==> src/rtl/sflash_wprot_pkg.sv <==
package sflash_wprot_pkg;

  typedef enum logic [2:0] {
    RQ_NONE   = 3'd0,
    RQ_PROG   = 3'd1,
    RQ_SERASE = 3'd2,
    RQ_BERASE = 3'd3,
    RQ_CERASE = 3'd4,
    RQ_WRSR   = 3'd5
  } req_kind_e;

  typedef enum logic [1:0] {
    OP_IDLE = 2'd0,
    OP_WAIT = 2'd1,
    OP_RUN  = 2'd2
  } op_state_e;

  localparam int SR_BUSY_BIT = 0;
  localparam int SR_WEL_BIT  = 1;
  localparam int SR_BP_LO    = 2;
  localparam int SR_BP_HI    = 3;
  localparam int SR_ARM_BIT  = 7;

endpackage

==> src/rtl/sflash_prot_range.sv <==
module sflash_prot_range
  import sflash_wprot_pkg::*;
#(
  parameter int ARRAY_BYTES  = 131072,
  parameter int SECTOR_BYTES = 4096,
  parameter int BLOCK_BYTES  = 32768,
  parameter int ADDR_W       = $clog2(ARRAY_BYTES)
) (
  input  req_kind_e         kind,
  input  logic [ADDR_W-1:0] addr,
  input  logic [1:0]        bp,
  output logic              hit
);
  localparam logic [ADDR_W-1:0] SECT_MASK = ADDR_W'(SECTOR_BYTES - 1);
  localparam logic [ADDR_W-1:0] BLK_MASK  = ADDR_W'(BLOCK_BYTES - 1);
  localparam logic [ADDR_W-1:0] TOP_ADDR  = ADDR_W'(ARRAY_BYTES - 1);
  localparam logic [ADDR_W-1:0] FENCE_Q   = ADDR_W'(ARRAY_BYTES - ARRAY_BYTES / 4);
  localparam logic [ADDR_W-1:0] FENCE_H   = ADDR_W'(ARRAY_BYTES / 2);

  logic [ADDR_W-1:0] last_addr;
  logic [ADDR_W-1:0] fence;

  always_comb begin
    unique case (kind)
      RQ_SERASE: last_addr = addr | SECT_MASK;
      RQ_BERASE: last_addr = addr | BLK_MASK;
      RQ_CERASE: last_addr = TOP_ADDR;
      default:   last_addr = addr;
    endcase
  end

  always_comb begin
    unique case (bp)
      2'b01:   fence = FENCE_Q;
      2'b10:   fence = FENCE_H;
      default: fence = '0;
    endcase
  end

  assign hit = (bp != 2'b00) && (last_addr >= fence);

endmodule

==> src/rtl/sflash_status_reg.sv <==
module sflash_status_reg (
  input  logic       clk,
  input  logic       rst,
  input  logic       set_wel,
  input  logic       clr_wel,
  input  logic       ld_sr,
  input  logic [7:0] sr_data,
  output logic       wel,
  output logic [1:0] bp,
  output logic       arm
);
  always_ff @(posedge clk) begin
    if (rst) begin
      wel <= 1'b0;
      bp  <= 2'b00;
      arm <= 1'b0;
    end else begin
      if (clr_wel)      wel <= 1'b0;
      else if (set_wel) wel <= 1'b1;
      if (ld_sr) begin
        bp  <= sr_data[3:2];
        arm <= sr_data[7];
      end
    end
  end
endmodule

==> src/rtl/sflash_op_tracker.sv <==
module sflash_op_tracker
  import sflash_wprot_pkg::*;
(
  input  logic clk,
  input  logic rst,
  input  logic start,
  input  logic eng_busy,
  output logic busy,
  output logic done
);
  op_state_e st;
  logic      eng_q;

  assign busy = eng_q || (st != OP_IDLE);
  assign done = (st == OP_RUN) && !eng_q;

  always_ff @(posedge clk) begin
    if (rst) begin
      st    <= OP_IDLE;
      eng_q <= 1'b0;
    end else begin
      eng_q <= eng_busy;
      unique case (st)
        OP_IDLE: if (start) st <= OP_WAIT;
        OP_WAIT: if (eng_q) st <= OP_RUN;
        OP_RUN:  if (!eng_q) st <= OP_IDLE;
        default: st <= OP_IDLE;
      endcase
    end
  end
endmodule

==> src/rtl/sflash_wprot_unit.sv <==
module sflash_wprot_unit
  import sflash_wprot_pkg::*;
#(
  parameter int ARRAY_BYTES  = 131072,
  parameter int SECTOR_BYTES = 4096,
  parameter int BLOCK_BYTES  = 32768,
  parameter int ADDR_W       = $clog2(ARRAY_BYTES)
) (
  input  logic              clk,
  input  logic              rst,
  input  logic              cmd_wren,
  input  logic              cmd_wrdi,
  input  logic              cmd_wrsr,
  input  logic              cmd_prog,
  input  logic              cmd_serase,
  input  logic              cmd_berase,
  input  logic              cmd_cerase,
  input  logic [ADDR_W-1:0] tgt_addr,
  input  logic [7:0]        sr_wdata,
  input  logic              wp_n,
  input  logic              eng_busy,
  output logic              rsp_valid,
  output logic              rsp_grant,
  output logic [7:0]        status_o
);
  req_kind_e  kind;
  logic       hit, busy, done;
  logic       wel, arm;
  logic [1:0] bp;
  logic       is_array, allow, grant;
  logic       set_wel, clr_wel, ld_sr, start;

  always_comb begin
    if (cmd_wrsr)        kind = RQ_WRSR;
    else if (cmd_prog)   kind = RQ_PROG;
    else if (cmd_serase) kind = RQ_SERASE;
    else if (cmd_berase) kind = RQ_BERASE;
    else if (cmd_cerase) kind = RQ_CERASE;
    else                 kind = RQ_NONE;
  end

  sflash_prot_range #(
    .ARRAY_BYTES (ARRAY_BYTES),
    .SECTOR_BYTES(SECTOR_BYTES),
    .BLOCK_BYTES (BLOCK_BYTES),
    .ADDR_W      (ADDR_W)
  ) u_range (
    .kind(kind),
    .addr(tgt_addr),
    .bp  (bp),
    .hit (hit)
  );

  assign is_array = (kind != RQ_NONE) && (kind != RQ_WRSR);

  always_comb begin
    if (kind == RQ_WRSR) allow = !(arm && !wp_n);
    else                 allow = !hit;
  end

  assign grant   = (kind != RQ_NONE) && wel && !busy && allow;
  assign ld_sr   = grant && (kind == RQ_WRSR);
  assign start   = grant && is_array;
  assign set_wel = cmd_wren && !busy;
  assign clr_wel = (cmd_wrdi && !busy) || done || ld_sr;

  sflash_status_reg u_sr (
    .clk    (clk),
    .rst    (rst),
    .set_wel(set_wel),
    .clr_wel(clr_wel),
    .ld_sr  (ld_sr),
    .sr_data(sr_wdata),
    .wel    (wel),
    .bp     (bp),
    .arm    (arm)
  );

  sflash_op_tracker u_op (
    .clk     (clk),
    .rst     (rst),
    .start   (start),
    .eng_busy(eng_busy),
    .busy    (busy),
    .done    (done)
  );

  always_ff @(posedge clk) begin
    if (rst) begin
      rsp_valid <= 1'b0;
      rsp_grant <= 1'b0;
    end else begin
      rsp_valid <= (kind != RQ_NONE);
      rsp_grant <= grant;
    end
  end

  always_comb begin
    status_o              = 8'h00;
    status_o[SR_ARM_BIT]  = arm;
    status_o[SR_BP_HI:SR_BP_LO] = bp;
    status_o[SR_WEL_BIT]  = wel;
    status_o[SR_BUSY_BIT] = busy;
  end

endmodule

==> config.mk <==
export PLATFORM = sky130hd
export DESIGN_NAME = sflash_wprot_unit
export DESIGN_NICKNAME = d
export VERILOG_FILES = /design/src/rtl/sflash_wprot_pkg.sv /design/src/rtl/sflash_prot_range.sv /design/src/rtl/sflash_status_reg.sv /design/src/rtl/sflash_op_tracker.sv /design/src/rtl/sflash_wprot_unit.sv
export SDC_FILE = /design/constraint.sdc
export NUM_CORES = 1
export LEC_CHECK = 0
export BUFFER_PORTS_ARGS = -buffer_cell sky130_fd_sc_hd__buf_2
export CAP_MARGIN = 40
export CORE_AREA = 8 8 51 53
export DETAILED_ROUTE_END_ITERATION = 8
export DIE_AREA = 0 0 59 61
export HOLD_SLACK_MARGIN = 0.12
export PLACE_DENSITY = 0.73
export SYNTH_ARGS = -nofsm -noshare
export SYNTH_HDL_FRONTEND = slang
export SYNTH_SLANG_ARGS = --single-unit
==> constraint.sdc <==
create_clock -name clk -period 1.67 [get_ports clk]
set_clock_uncertainty 0.05 [all_clocks]
set_input_delay 0.167 -clock clk [delete_from_list [all_inputs] [get_ports clk]]
set_output_delay 0.167 -clock clk [all_outputs]
set_load 0.01 [all_outputs]
== Yosys cells after proc, flatten, opt, wreduce, memory -nomap -nowiden ==
Cells that the tools add are included.

* Muxes and demuxes: 12
* Order comparisons: 1
* Reduce and logical (&&, ||, !) cells: 25
* Eq/ne operators: 12

{| class="wikitable"
|+ Operators with widths
! kind !! count
|-
| $pmux 17 s3 || 1
|-
| $pmux 17 s2 || 1
|-
| $ge 17x17->1 || 1
|-
| $mux 3 || 5
|-
| $logic_and 1x1->1 || 11
|-
| $eq 3x2->1 const B || 2
|-
| $eq 3x3->1 const B || 2
|-
| $mux 2 || 3
|-
| $pmux 2 s3 || 1
|-
| $logic_not 1->1 || 5
|-
| $eq 2x1->1 const B || 2
|-
| $eq 2x2->1 const B || 2
|-
| $ne 2x2->1 const B || 2
|-
| $reduce_bool 2->1 || 2
|-
| $logic_or 1x1->1 || 3
|-
| $ne 3x3->1 const B || 1
|-
| $reduce_and 3->1 || 1
|-
| $reduce_bool 3->1 || 1
|-
| $logic_not 2->1 || 1
|-
| $ne 2x1->1 const B || 1
|-
| $reduce_or 2->1 || 1
|-
| $mux 1 || 1
|}

* Register bits after elaboration: 9
* Logic and storage cells: 57
* Output and inout port bits: 10

== Logic depth before layout (Yosys ltp) ==
Gate-level depths: netlist of run 1.

* Depth after elaboration: 15
* Mapped depth: 8

== By module ==
From an unflattened synthesis of run 1, not the netlist that was laid out.

* Cells, all modules: 73
* Area, all modules: 626.9 µm²

{| class="wikitable"
|+ By module, submodules not included
! module !! cells each !! instances !! sequential area each (µm²) !! area an instance (µm²)
|-
| sflash_wprot_unit || 28 || 1 || 40.0 || 219.0
|-
| sflash_prot_range || 22 || 1 || 0.0 || 156.4
|-
| sflash_status_reg || 12 || 1 || 80.1 || 130.1
|-
| sflash_op_tracker || 11 || 1 || 60.1 || 121.4
|}

== Worst setup path after synthesis of run 1 ==
Ideal clock, no wire load.

* Path type: reg-to-reg
* From: register u_sr.bp[0]
* To: register rsp_grant
* Period minus slack after synthesis: 1909 ps
* Buffers on the path: 0
* Arrival time: 1771 ps
* Stages on the path, launching flop included: 9
* Setup slack: -239 ps
* Setup time: 88 ps
* Cell sequence: dfxtp_1 > inv_1 > ha_1 > inv_1 > ha_1 > nor2b_1 > o21a_1 > a311o_1 > a311oi_2

* Longest elaborated chain between the ends: 7
* Elaborated cells between the ends (all ways): 9
* Those cells by class: order compare (1); eq/ne (2); mux (2); reduce/logical (4)

{| class="wikitable"
|+ Ends and longest elaborated chain
! what !! line !! source
|-
| start: declaration || sflash_status_reg.sv:9 || <nowiki>output logic [1:0] bp,</nowiki>
|-
| start signal: assignment || sflash_status_reg.sv:21 || <nowiki>bp <= sr_data[3:2];</nowiki>
|-
| $eq 2x2->1 or $eq 2x1->1 (tied branches) || sflash_prot_range.sv:33 || <nowiki>unique case (bp)</nowiki>
|-
| $pmux 17 s2 || sflash_prot_range.sv:33 ||
|-
| $ge 17x17->1 || sflash_prot_range.sv:40 || <nowiki>assign hit = (bp != 2'b00) && (last_addr >= fence);</nowiki>
|-
| $logic_and 1x1->1 * || sflash_prot_range.sv:40 ||
|-
| $logic_not 1->1 * || sflash_wprot_unit.sv:58 || <nowiki>else allow = !hit;</nowiki>
|-
| $mux 1 * || sflash_wprot_unit.sv:57 || <nowiki>if (kind == RQ_WRSR) allow = !(arm && !wp_n);</nowiki>
|-
| $logic_and 1x1->1 * || sflash_wprot_unit.sv:61 || <nowiki>assign grant = (kind != RQ_NONE) && wel && !busy && allow;</nowiki>
|-
| end signal: assignment || sflash_wprot_unit.sv:94 || <nowiki>rsp_grant <= grant;</nowiki>
|-
| end: declaration || sflash_wprot_unit.sv:23 || <nowiki>output logic rsp_grant,</nowiki>
|}

Every way passes the cells marked *; elsewhere a longest branch is shown, timed or not.
A chain may end at the register's enable or synchronous reset.

== Worst setup path in the final report of run 1 ==
* From: input cmd_serase
* To: register rsp_grant

* Longest elaborated chain between the ends: 10
* Elaborated cells between the ends (all ways): 16
* Those cells by class: order compare (1); eq/ne (4); mux (5); reduce/logical (6)

{| class="wikitable"
|+ Ends and longest elaborated chain
! what !! line !! source
|-
| start: declaration || sflash_wprot_unit.sv:15 || <nowiki>input logic cmd_serase,</nowiki>
|-
| $mux 3 * || sflash_wprot_unit.sv:36 || <nowiki>else if (cmd_serase) kind = RQ_SERASE;</nowiki>
|-
| $mux 3 * || sflash_wprot_unit.sv:35 || <nowiki>else if (cmd_prog) kind = RQ_PROG;</nowiki>
|-
| $mux 3 * || sflash_wprot_unit.sv:34 || <nowiki>if (cmd_wrsr) kind = RQ_WRSR;</nowiki>
|-
| $eq 3x3->1 or $eq 3x2->1 (tied branches) || sflash_prot_range.sv:24 || <nowiki>unique case (kind)</nowiki>
|-
| $pmux 17 s3 || sflash_prot_range.sv:24 ||
|-
| $ge 17x17->1 || sflash_prot_range.sv:40 ||
|-
| $logic_and 1x1->1 || sflash_prot_range.sv:40 ||
|-
| $logic_not 1->1 || sflash_wprot_unit.sv:58 ||
|-
| $mux 1 || sflash_wprot_unit.sv:57 ||
|-
| $logic_and 1x1->1 * || sflash_wprot_unit.sv:61 ||
|}

Marks and branches as above.

==> flow_summary.ini, run 1 <==
[timing]
rsz0062_at_grt = true
period_share = 1.10
final-setup-viol-count = 2
finalCriticalPeriod_ns = 1.84
hold_viol = 0
drv_slew = 0
max_freq_mhz = 545
layout_setup_ws_ns = -0.165

[floorplanning]
dieArea_mm2 = 0.00360
core_mm2 = 0.00184
die_h_um = 61
start_util = 0.308
io_pins = 46
fp-row-count = 16
chipWidth_um = 59

[synthesis]
synth_compound_area_frac = 0.119
synthAdderAreaFrac = 0.0881
yosys_warnings = 0
synth-seq-area-share = 0.317
netlist-cell-type-count = 29
synth-simple-area-share = 0.289
synth_area_um2 = 568
synth_top_family_by_area = simple AND/OR/NAND/NOR gates
synth_xor_area_frac = 0.0154
syn_avg_cell_area_um2 = 9.02
synth_seq_cells = 9
syn_inst = 63
synth.area.mux_share = 0.0529

[grt]
antenna_found_initial = 0
grt_max_degree = 11
grt_pass1_wl_um = 2900
track_usage = 0.104
grt_pass1_vias = 681
grt_overflow_total = 0

[clocking]
cts_made_buffers = 3
cts_tree = done
clk_pin_slew_ns = 0.06
htreeDepth = 1
worstSkewPairLatency_ns = 0.26
clk_path_buf_depth = 2
cts_root_buf = clkbuf_4
cts.sinks = 9

[routing]
drc = 0
dr_wl_met3_um = 177
wl_met2_um = 981
drt_iter0_drc = 17
antenna_left = 0
wl_met1_um = 666
drt_wl_total_um = 1830
viasPerCell = 4.66
via_count = 639
wire_per_inst_um = 13.3
highest-signal-layer = met3
drtPass1Iterations = 4

[run]
drv_cap = 0

[critical_path]
setup.worst_path.start = cmd_serase
arrival_ns = 1.96
reg2reg_depth = 8
setup.worst_path.end_class = flop
rrSetupSlack_ns = -0.15
worst-setup-path-type = primary input to flop
slowest_stage = nor4_1
startpoint_type = primary input
critPathMaxStageDelay_ns = 0.41
required_ns = 1.79
path_cells = buf_2 > nor4_1 > a21o_1 > ha_4 > nor4bb_4 > and3_1 > a311o_1 > a311oi_2
r2r_start = u_sr.bp[0]$_SDFFE_PP0P_
worstPathMaxFanout = 2

[power]
leakage_nw = 0.454
ir_worst_vdd_uv = 504
powerDensity_mw_per_mm2 = 565
p_total_mw = 0.523

[finish]
nets = 151
layout-drive-gt1-share = 0.536
finish.instance_area_um2 = 925
antenna_cells = 0
fin_cells = 137
area_delta_synth_final_pct = 62.8

[placed_design]
dp.cells = 127
dpl.hpwl_um = 1410
portBuffers = 37
placed_area_um2 = 786
gp_congestion = 0.760

[min_path]
holdPathStages = 2
min_from = rst
hold_path_class = primary input to flop

[outcome]
violations = setup timing
status = finished, violations left
-- state kept, by name (all words and copies together) (netlist names) --
register / flops
u_op.st: 2
u_sr.bp: 2
rsp_grant: 1
rsp_valid: 1
u_op.eng_q: 1
u_sr.arm: 1
u_sr.wel: 1
-- what timing repair did --
action                                 4_1_cts  5_1_grt
cloned                                       0        0
endpoints found under the hold margin        5        0
hold buffers                                 5        0
gates resized for setup                      9        1
setup endpoints to repair                    2        2
buffers inserted                             0        1
pin swaps                                    1        0
-- routing by layer --
layer,up-vias,GRT usage
met1,290,0.101
met3,0,0.0593
met2,31,0.198
li1,318,-
met4,0,0
met5,-,0
-- metrics by stage --
step / hold slack, ns / setup TNS (ns) / worst slack, ns / utilization
3_3_place_gp: 0.338 / -0.419 / -0.218 / 0.427
4_1_cts: 0.151 / -0.261 / -0.151 / 0.493
5_1_grt: 0.150 / -0.458 / -0.238 / 0.502
6_report: 0.155 / -0.298 / -0.165 / 0.502
2_1_floorplan: 0.236 / -0.256 / -0.149 / -
3_5_place_dp: 0.340 / -0.541 / -0.292 / 0.427
-- logic make-up (layout without fill, tap and decap cells) --
family                   after synthesis  after routing
multiplexers                           3              3
buffers and inverters                 11             56
flip-flops                             9              9
other                                  1              3
adder cells (fa/ha/maj)                4              4
XOR/XNOR                               1              1
AO/OA/AOI/OAI                          9              9
AND/OR/NAND/NOR                       25             25
-- path summary, 6_finish.rpt --
kind	endpoint
worst max-delay path	rsp_grant$_SDFF_PP0_
worst min-delay path	u_sr.bp[1]$_SDFFE_PP0P_
worst max register to register	rsp_grant$_SDFF_PP0_
worst min register to register	u_op.st[1]$_SDFFE_PP0P_
-- placed cells by master (no fill, tap or decap), types with 2 or more instances in the layout --
cell type / count
mux2i_1: 3
dfxtp_1: 7
nor2b_1: 2
buf_2: 37
or4_1: 2
a21o_1: 2
ha_4: 3
dlygate4sd3_1: 5
nor4_1: 4
clkbuf_4: 3
dfxtp_2: 2
buf_4: 6
nor2_1: 7
o21ai_1: 2
conb_1: 3
inv_2: 3
-- synth_stat cells --
master    instances  share of area
a21o_1            2          0.026
a21oi_1           1         0.0088
a311o_1           1          0.018
a311oi_2          1          0.026
and3_1            1          0.011
and4b_1           1          0.018
buf_4             6          0.079
clkbuf_1          1         0.0066
conb_1            1         0.0066
dfxtp_1           9           0.32
ha_1              4          0.088
inv_1             4          0.026
mux2i_1           3          0.053
nand2b_1          1          0.011
nand3_1           1         0.0088
nor2_1            7          0.046
nor2b_1           2          0.022
nor3b_1           1          0.013
nor4_1            4          0.044
nor4b_1           1          0.015
nor4b_2           1          0.026
nor4bb_1          1          0.018
o21a_1            1          0.013
o21ai_0           2          0.018
o21ai_1           1         0.0088
or3_1             1          0.011
or4_1             2          0.026
or4b_2            1          0.018
xnor2_1           1          0.015
-- where the power goes --
group	internal, mW	leakage, nW	total [mW]	switching, mW
Sequential	0.223	0.0745	0.229	0.00613
Combinational	0.0742	0.365	0.128	0.0537
Clock	0.0919	0.0150	0.166	0.0736
-- cell type report --
| type | instances | area (um^2) |
|---|---|---|
| fill | 181 | 917 |
| multi-input combinational | 45 | 387 |
| timing repair buffer | 48 | 280 |
| sequential | 9 | 183 |
| tap | 27 | 33.8 |
| clock buffer | 4 | 26.3 |
| inverter | 4 | 15.0 |
-- critical path: cells and delay by family --
kind,cells,cell delay [ns]
AND/OR/NAND/NOR,3,0.76
AO/OA/AOI/OAI,3,0.71
adder cells (fa/ha/maj),1,0.21
buffers and inverters,1,0.11
No activity file was read; power rests on OpenSTA's default activity.
==> run 2: changes to the inputs <==
==> constraint.sdc (replaced) <==
create_clock -name clk -period 1.6 [get_ports clk]
set_clock_uncertainty 0.05 [all_clocks]
set_input_delay 0.16 -clock clk [delete_from_list [all_inputs] [get_ports clk]]
set_output_delay 0.16 -clock clk [all_outputs]
set_load 0.01 [all_outputs]
==> run 2 against run 1 <==
  * The run still ends with setup timing left
  * First-iteration DRC count is 65% lower
  * Hold slack worse by 0.018 ns
  * Routed wire length is 1.5% higher
  * Critical path depth stayed put
  * Sequential cell count stayed put
  * Register-to-register slack worse by 0.04 ns
  * Global-route usage is 0.74 points higher
  * Sequential power is 5% higher
  * Cell count stayed put
  * Power is 3.8% higher
  * Die area stayed put
==> flow_summary.ini, run 2 (synthesis gave the netlist of run 1 again) <==
[outcome]
status = finished, violations left
violations = setup timing

[critical_path]
path_cells = inv_2 > buf_6 > ha_4 > ha_4 > nor4bb_1 > and3_1 > a311o_1 > o21ai_0
slowest_stage = dfxtp_2
cp_top_family = simple AND/OR/NAND/NOR gates
r2r_start = u_sr.bp[1]$_SDFFE_PP0P_
critPathMaxStageDelay_ns = 0.33
r2r-end = u_op.st[0]$_SDFFE_PP0P_
setup.worst_path.end_class = flop
worst-setup-path-type = flop to flop
worstPathMaxFanout = 2
setup.worst_path.start = u_sr.bp[1]$_SDFFE_PP0P_
required_ns = 1.69
cp_num_cells = 8
path_common_cell = ha_4
setup.worst_path.end = u_op.st[0]$_SDFFE_PP0P_
arrival_ns = 1.88
startpoint_type = flop
path_buf_inv = 2
rrSetupSlack_ns = -0.19
reg2reg_depth = 8

[timing]
layout_setup_ws_ns = -0.187
finalCriticalPeriod_ns = 1.79
period_share = 1.12
drv_slew = 0
rsz0062_at_grt = true
finalSetupTns_ns = -0.338
hold_viol = 0
max_freq_mhz = 560
final-setup-viol-count = 2

[routing]
drc = 0
drt_wl_total_um = 1850
via_count = 639
wire_per_inst_um = 13.5
drt_iter0_drc = 6
viasPerCell = 4.66
antenna_left = 0
drtPass1Iterations = 4

[floorplanning]
chipWidth_um = 59
die_h_um = 61
fp-row-count = 16
io_pins = 46
dieArea_mm2 = 0.00360
start_util = 0.308
core_mm2 = 0.00184

[finish]
nets = 151
layout-drive-gt1-share = 0.545
fin_cells = 137
antenna_cells = 0
final_common_cell = buf_2
final_cell_mix = buf_2, nor2_1, dfxtp_1
area_delta_synth_final_pct = 63.2
reg.largest.list = u_op.st: 2 flops, u_sr.bp: 2 flops
finish.instance_area_um2 = 927

[placed_design]
portBuffers = 37
dpl.hpwl_um = 1380
placed_area_um2 = 793
dp.cells = 128
gp_congestion = 0.743

[power]
ir_worst_vdd_uv = 362
p_total_mw = 0.543
powerDensity_mw_per_mm2 = 585
leakage_nw = 0.451

[grt]
grt_pass1_vias = 703
antenna_found_initial = 0
grt_overflow_total = 0
grt_max_degree = 11
track_usage = 0.111
grt_pass1_wl_um = 3010

[run]
drv_cap = 0

[clocking]
cts_tree = done
clk_path_buf_depth = 2
cts.sinks = 9
cts_root_buf = clkbuf_4
clk_pin_slew_ns = 0.06
cts_made_buffers = 3
worstSkewPairLatency_ns = 0.26
htreeDepth = 1

[min_path]
min_from = wp_n
hold_path_class = primary input to flop
[run 2: cell type report]
class / count / area, um^2
inverter: 4 / 15.0
tap: 27 / 33.8
timing repair buffer: 48 / 282
fill: 184 / 915
sequential: 9 / 183
multi-input combinational: 45 / 388
clock buffer: 4 / 26.3
[run 2: how the worst min path moves through the flow]
stage                                  to  slack, ns  cells past startpoint
floorplan            rsp_grant$_SDFF_PP0_       0.23                      1
global placement    u_op.eng_q$_SDFF_PP0_       0.33                      2
detailed placement  u_op.eng_q$_SDFF_PP0_       0.33                      2
CTS                  rsp_grant$_SDFF_PP0_       0.13                      3
global route         rsp_grant$_SDFF_PP0_       0.13                      3
finish               rsp_grant$_SDFF_PP0_       0.14                      3
[run 2: power breakdown]
group          switching (mW)  internal (mW)
Clock                  0.0779         0.0960
Sequential            0.00673          0.233
Combinational          0.0550         0.0742
Total                   0.140          0.403
[run 2: timing repair]
item / CTS / global route
hold endpoints to repair: 4 / 0
resized for setup: 8 / 2
setup buffers: 0 / 1
hold buffers: 4 / 0
setup endpoints to repair: 2 / 2
pin swaps: 1 / 0
[run 2: per-stage QoR]
step,hold WS [ns],worst slack [ns],util
final,0.137,-0.187,0.503
after global routing,0.133,-0.256,0.503
after CTS,0.132,-0.184,0.489
after detailed placement,0.330,-0.331,0.431
after global placement,0.331,-0.281,0.431
after floorplan,0.229,-0.219,-
[run 2: worst register-to-register path: cells and delay by family, from the launching register on]
family,cells,cell delay (ns)
buf+inv,2,0.16
fa+ha+maj,2,0.40
flops,1,0.33
compound gates,2,0.28
simple gates,2,0.45
[run 2: layer usage]
metal	global-route usage	wire (um)
met4	0.0273	12
met3	0.0593	168
met2	0.221	1040
met1	0.0942	628
met5	0	0
==> run 3: changes to the inputs <==
--- a/config.mk
+++ b/config.mk
@@ -5,13 +5,14 @@
 export SDC_FILE = /design/constraint.sdc
 export NUM_CORES = 1
 export LEC_CHECK = 0
+export ABC_AREA = 1
 export BUFFER_PORTS_ARGS = -buffer_cell sky130_fd_sc_hd__buf_2
 export CAP_MARGIN = 40
-export CORE_AREA = 8 8 51 53
+export CORE_AREA = 8 8 52 54
 export DETAILED_ROUTE_END_ITERATION = 8
-export DIE_AREA = 0 0 59 61
+export DIE_AREA = 0 0 60 62
 export HOLD_SLACK_MARGIN = 0.12
-export PLACE_DENSITY = 0.73
+export PLACE_DENSITY = 0.74
 export SYNTH_ARGS = -nofsm -noshare
 export SYNTH_HDL_FRONTEND = slang
 export SYNTH_SLANG_ARGS = --single-unit
==> run 3 against run 2 <==
  * The flow now finishes without violations
  * Sequential power hardly changed
  * Via count is 6.3% higher
  * Hold slack worse by 0.0099 ns
  * Die area is 3.4% higher
  * Non-clock buffer count is 4 lower
  * Synthesized area is 11% higher
  * Utilization is 1.8 points lower
  * Power is 2.2% higher
  * Critical path type unchanged
==> flow_summary.ini, run 3 <==
[power]
ir_worst_vdd_uv = 337
leakage_nw = 0.488
p_total_mw = 0.554
powerDensity_mw_per_mm2 = 600

[synthesis]
synth_top_cell_area_share = 0.286
synth_compound_area_frac = 0.0676
synth_top_family_by_area = simple AND/OR/NAND/NOR gates
yosys_warnings = 0
ys_async_sr_fraction = 0
yosysMostFrequentCell = inv_1
netlist-cell-type-count = 24
synth.area.mux_share = 0
syn_avg_cell_area_um2 = 6.70
netlist.top_cell.by_area = dfxtp_1
synth_area_um2 = 629
synth-edff-count = 0
synth-seq-area-share = 0.286
syn_inst = 94
synth.area.top_cells = dfxtp_1, inv_1, nand2_1
synth_xor_area_frac = 0.0139
synthAdderAreaFrac = 0.0795
synth-simple-area-share = 0.356
synth_seq_cells = 9
yosys-top-cells-count = inv_1, nand2_1, nor2_1, dfxtp_1
synthFlopType = dfxtp_1

[critical_path]
worstPathMaxFanout = 3
arrival_ns = 1.63
setup.worst_path.end_class = flop
worst-setup-path-type = flop to flop
startpoint_type = flop
required_ns = 1.70

[finish]
fin_util = 0.486
reg.largest.list = u_op.st: 2 flops, u_sr.bp: 2 flops
finish.instance_area_um2 = 923
fin_cells = 164
layout-drive-gt1-share = 0.409
antenna_cells = 0
final_common_cell = buf_2
area_delta_synth_final_pct = 46.7
fillerInstances = 190
final_cell_mix = buf_2, inv_1, nand2_1, nor2_1, dfxtp_1
nets = 178

[outcome]
status = completed

[grt]
antenna_found_initial = 0
grt_overflow_total = 0
track_usage = 0.0919
grt_max_degree = 10
grt_pass1_vias = 671
grt_pass1_wl_um = 2530

[run]
drv_cap = 0

[routing]
drt_wl_total_um = 1660
drtPass1Iterations = 5
wire_per_inst_um = 10.1
viasPerCell = 4.14
via_count = 679
drt_iter0_drc = 9
antenna_left = 0
drc = 0

[floorplanning]
die_h_um = 62
start_util = 0.331
io_pins = 46
fp-row-count = 16
chipWidth_um = 60
dieArea_mm2 = 0.00372
core_mm2 = 0.00190

[timing]
period_share = 0.957
fin_hold_ws_ns = 0.127
finalSetupTns_ns = 0
finalCriticalPeriod_ns = 1.53
hold_viol = 0
rsz0062_at_grt = true
max_freq_mhz = 653
drv_slew = 0
layout_setup_ws_ns = 0.0694
final-setup-viol-count = 0

[clocking]
clk_path_buf_depth = 2
htreeDepth = 1
cts_made_buffers = 3
cts_root_buf = clkbuf_4
cts.sinks = 9
clk_pin_slew_ns = 0.06
cts_tree = done
worstSkewPairLatency_ns = 0.27

[placed_design]
dpl.hpwl_um = 1350
dp.cells = 155
portBuffers = 37
placed_area_um2 = 822
place_ws_ns = -0.00754
gp_congestion = 0.738

[min_path]
hold_path_class = primary input to flop
==> run 3: cell types whose count changed after synthesis, sizes merged, moves of 3 or more <==
cell / change
nand2: +17
inv: +15
nor2: +11
nand3: +5
nor4: -4
mux2i: -3
==> run 3: cell families after synthesis <==
logic type      Yosys count
compound gates            7
buf+inv                  26
other cells               1
fa+ha+maj                 4
flops                     9
simple gates             46
xor+xnor                  1
==> run 3: per-layer routing <==
metal	track usage	vias up	routed length [um]
met4	0.0680	0	39
met3	0.0329	5	123
met5	0	-	0
met1	0.0818	294	568
li1	-	362	-
met2	0.169	18	924
==> run 3: final timing paths <==
path / cells after the start / from / slack (ns) / end
hold / removal: 3 / sr_wdata[2] / 0.13 / u_sr.bp[0]$_SDFFE_PP0P_
setup reg to reg: 12 / u_sr.bp[1]$_SDFFE_PP0P_ / 0.07 / u_op.st[0]$_SDFFE_PP0P_
setup / recovery: 12 / u_sr.bp[1]$_SDFFE_PP0P_ / 0.07 / u_op.st[0]$_SDFFE_PP0P_
hold reg to reg: 2 / u_sr.arm$_SDFFE_PP0P_ / 0.43 / u_sr.arm$_SDFFE_PP0P_
==> run 3: repair_timing <==
item	CTS	global route
setup endpoints to repair	0	2
hold buffers	4	0
gates resized for setup	0	6
buffers inserted	0	1
hold endpoints to repair	4	0
==> run 3: worst max-delay path: stages, from the launching register on <==
cell and delay [ns]:
dfxtp_2 0.33, inv_2 0.06, ha_4 0.16, ha_4 0.25
nand2_1 0.04, nor2_1 0.09, nand3_1 0.08, nand2_1 0.08
nand2_1 0.06, nand2_1 0.05, nand2_1 0.06, nand3_1 0.06
a21oi_1 0.06
==> run 3: layout make-up <==
cell class | count | area, um^2 | share of cell area
Timing Repair Buffer | 44 | 248 | 0.268
Clock buffer | 4 | 26.3 | 0.0285
Sequential cell | 9 | 183 | 0.198
Tap cell | 27 | 33.8 | 0.0366
Inverter | 19 | 71.3 | 0.0772
Multi-Input combinational cell | 61 | 362 | 0.392
==> run 3: power by group <==
part	internal, mW	total, mW	switching, mW
Clock	0.0961	0.176	0.0800
Sequential	0.234	0.241	0.00643
Combinational	0.0708	0.138	0.0671
Total	0.401	0.554	0.153
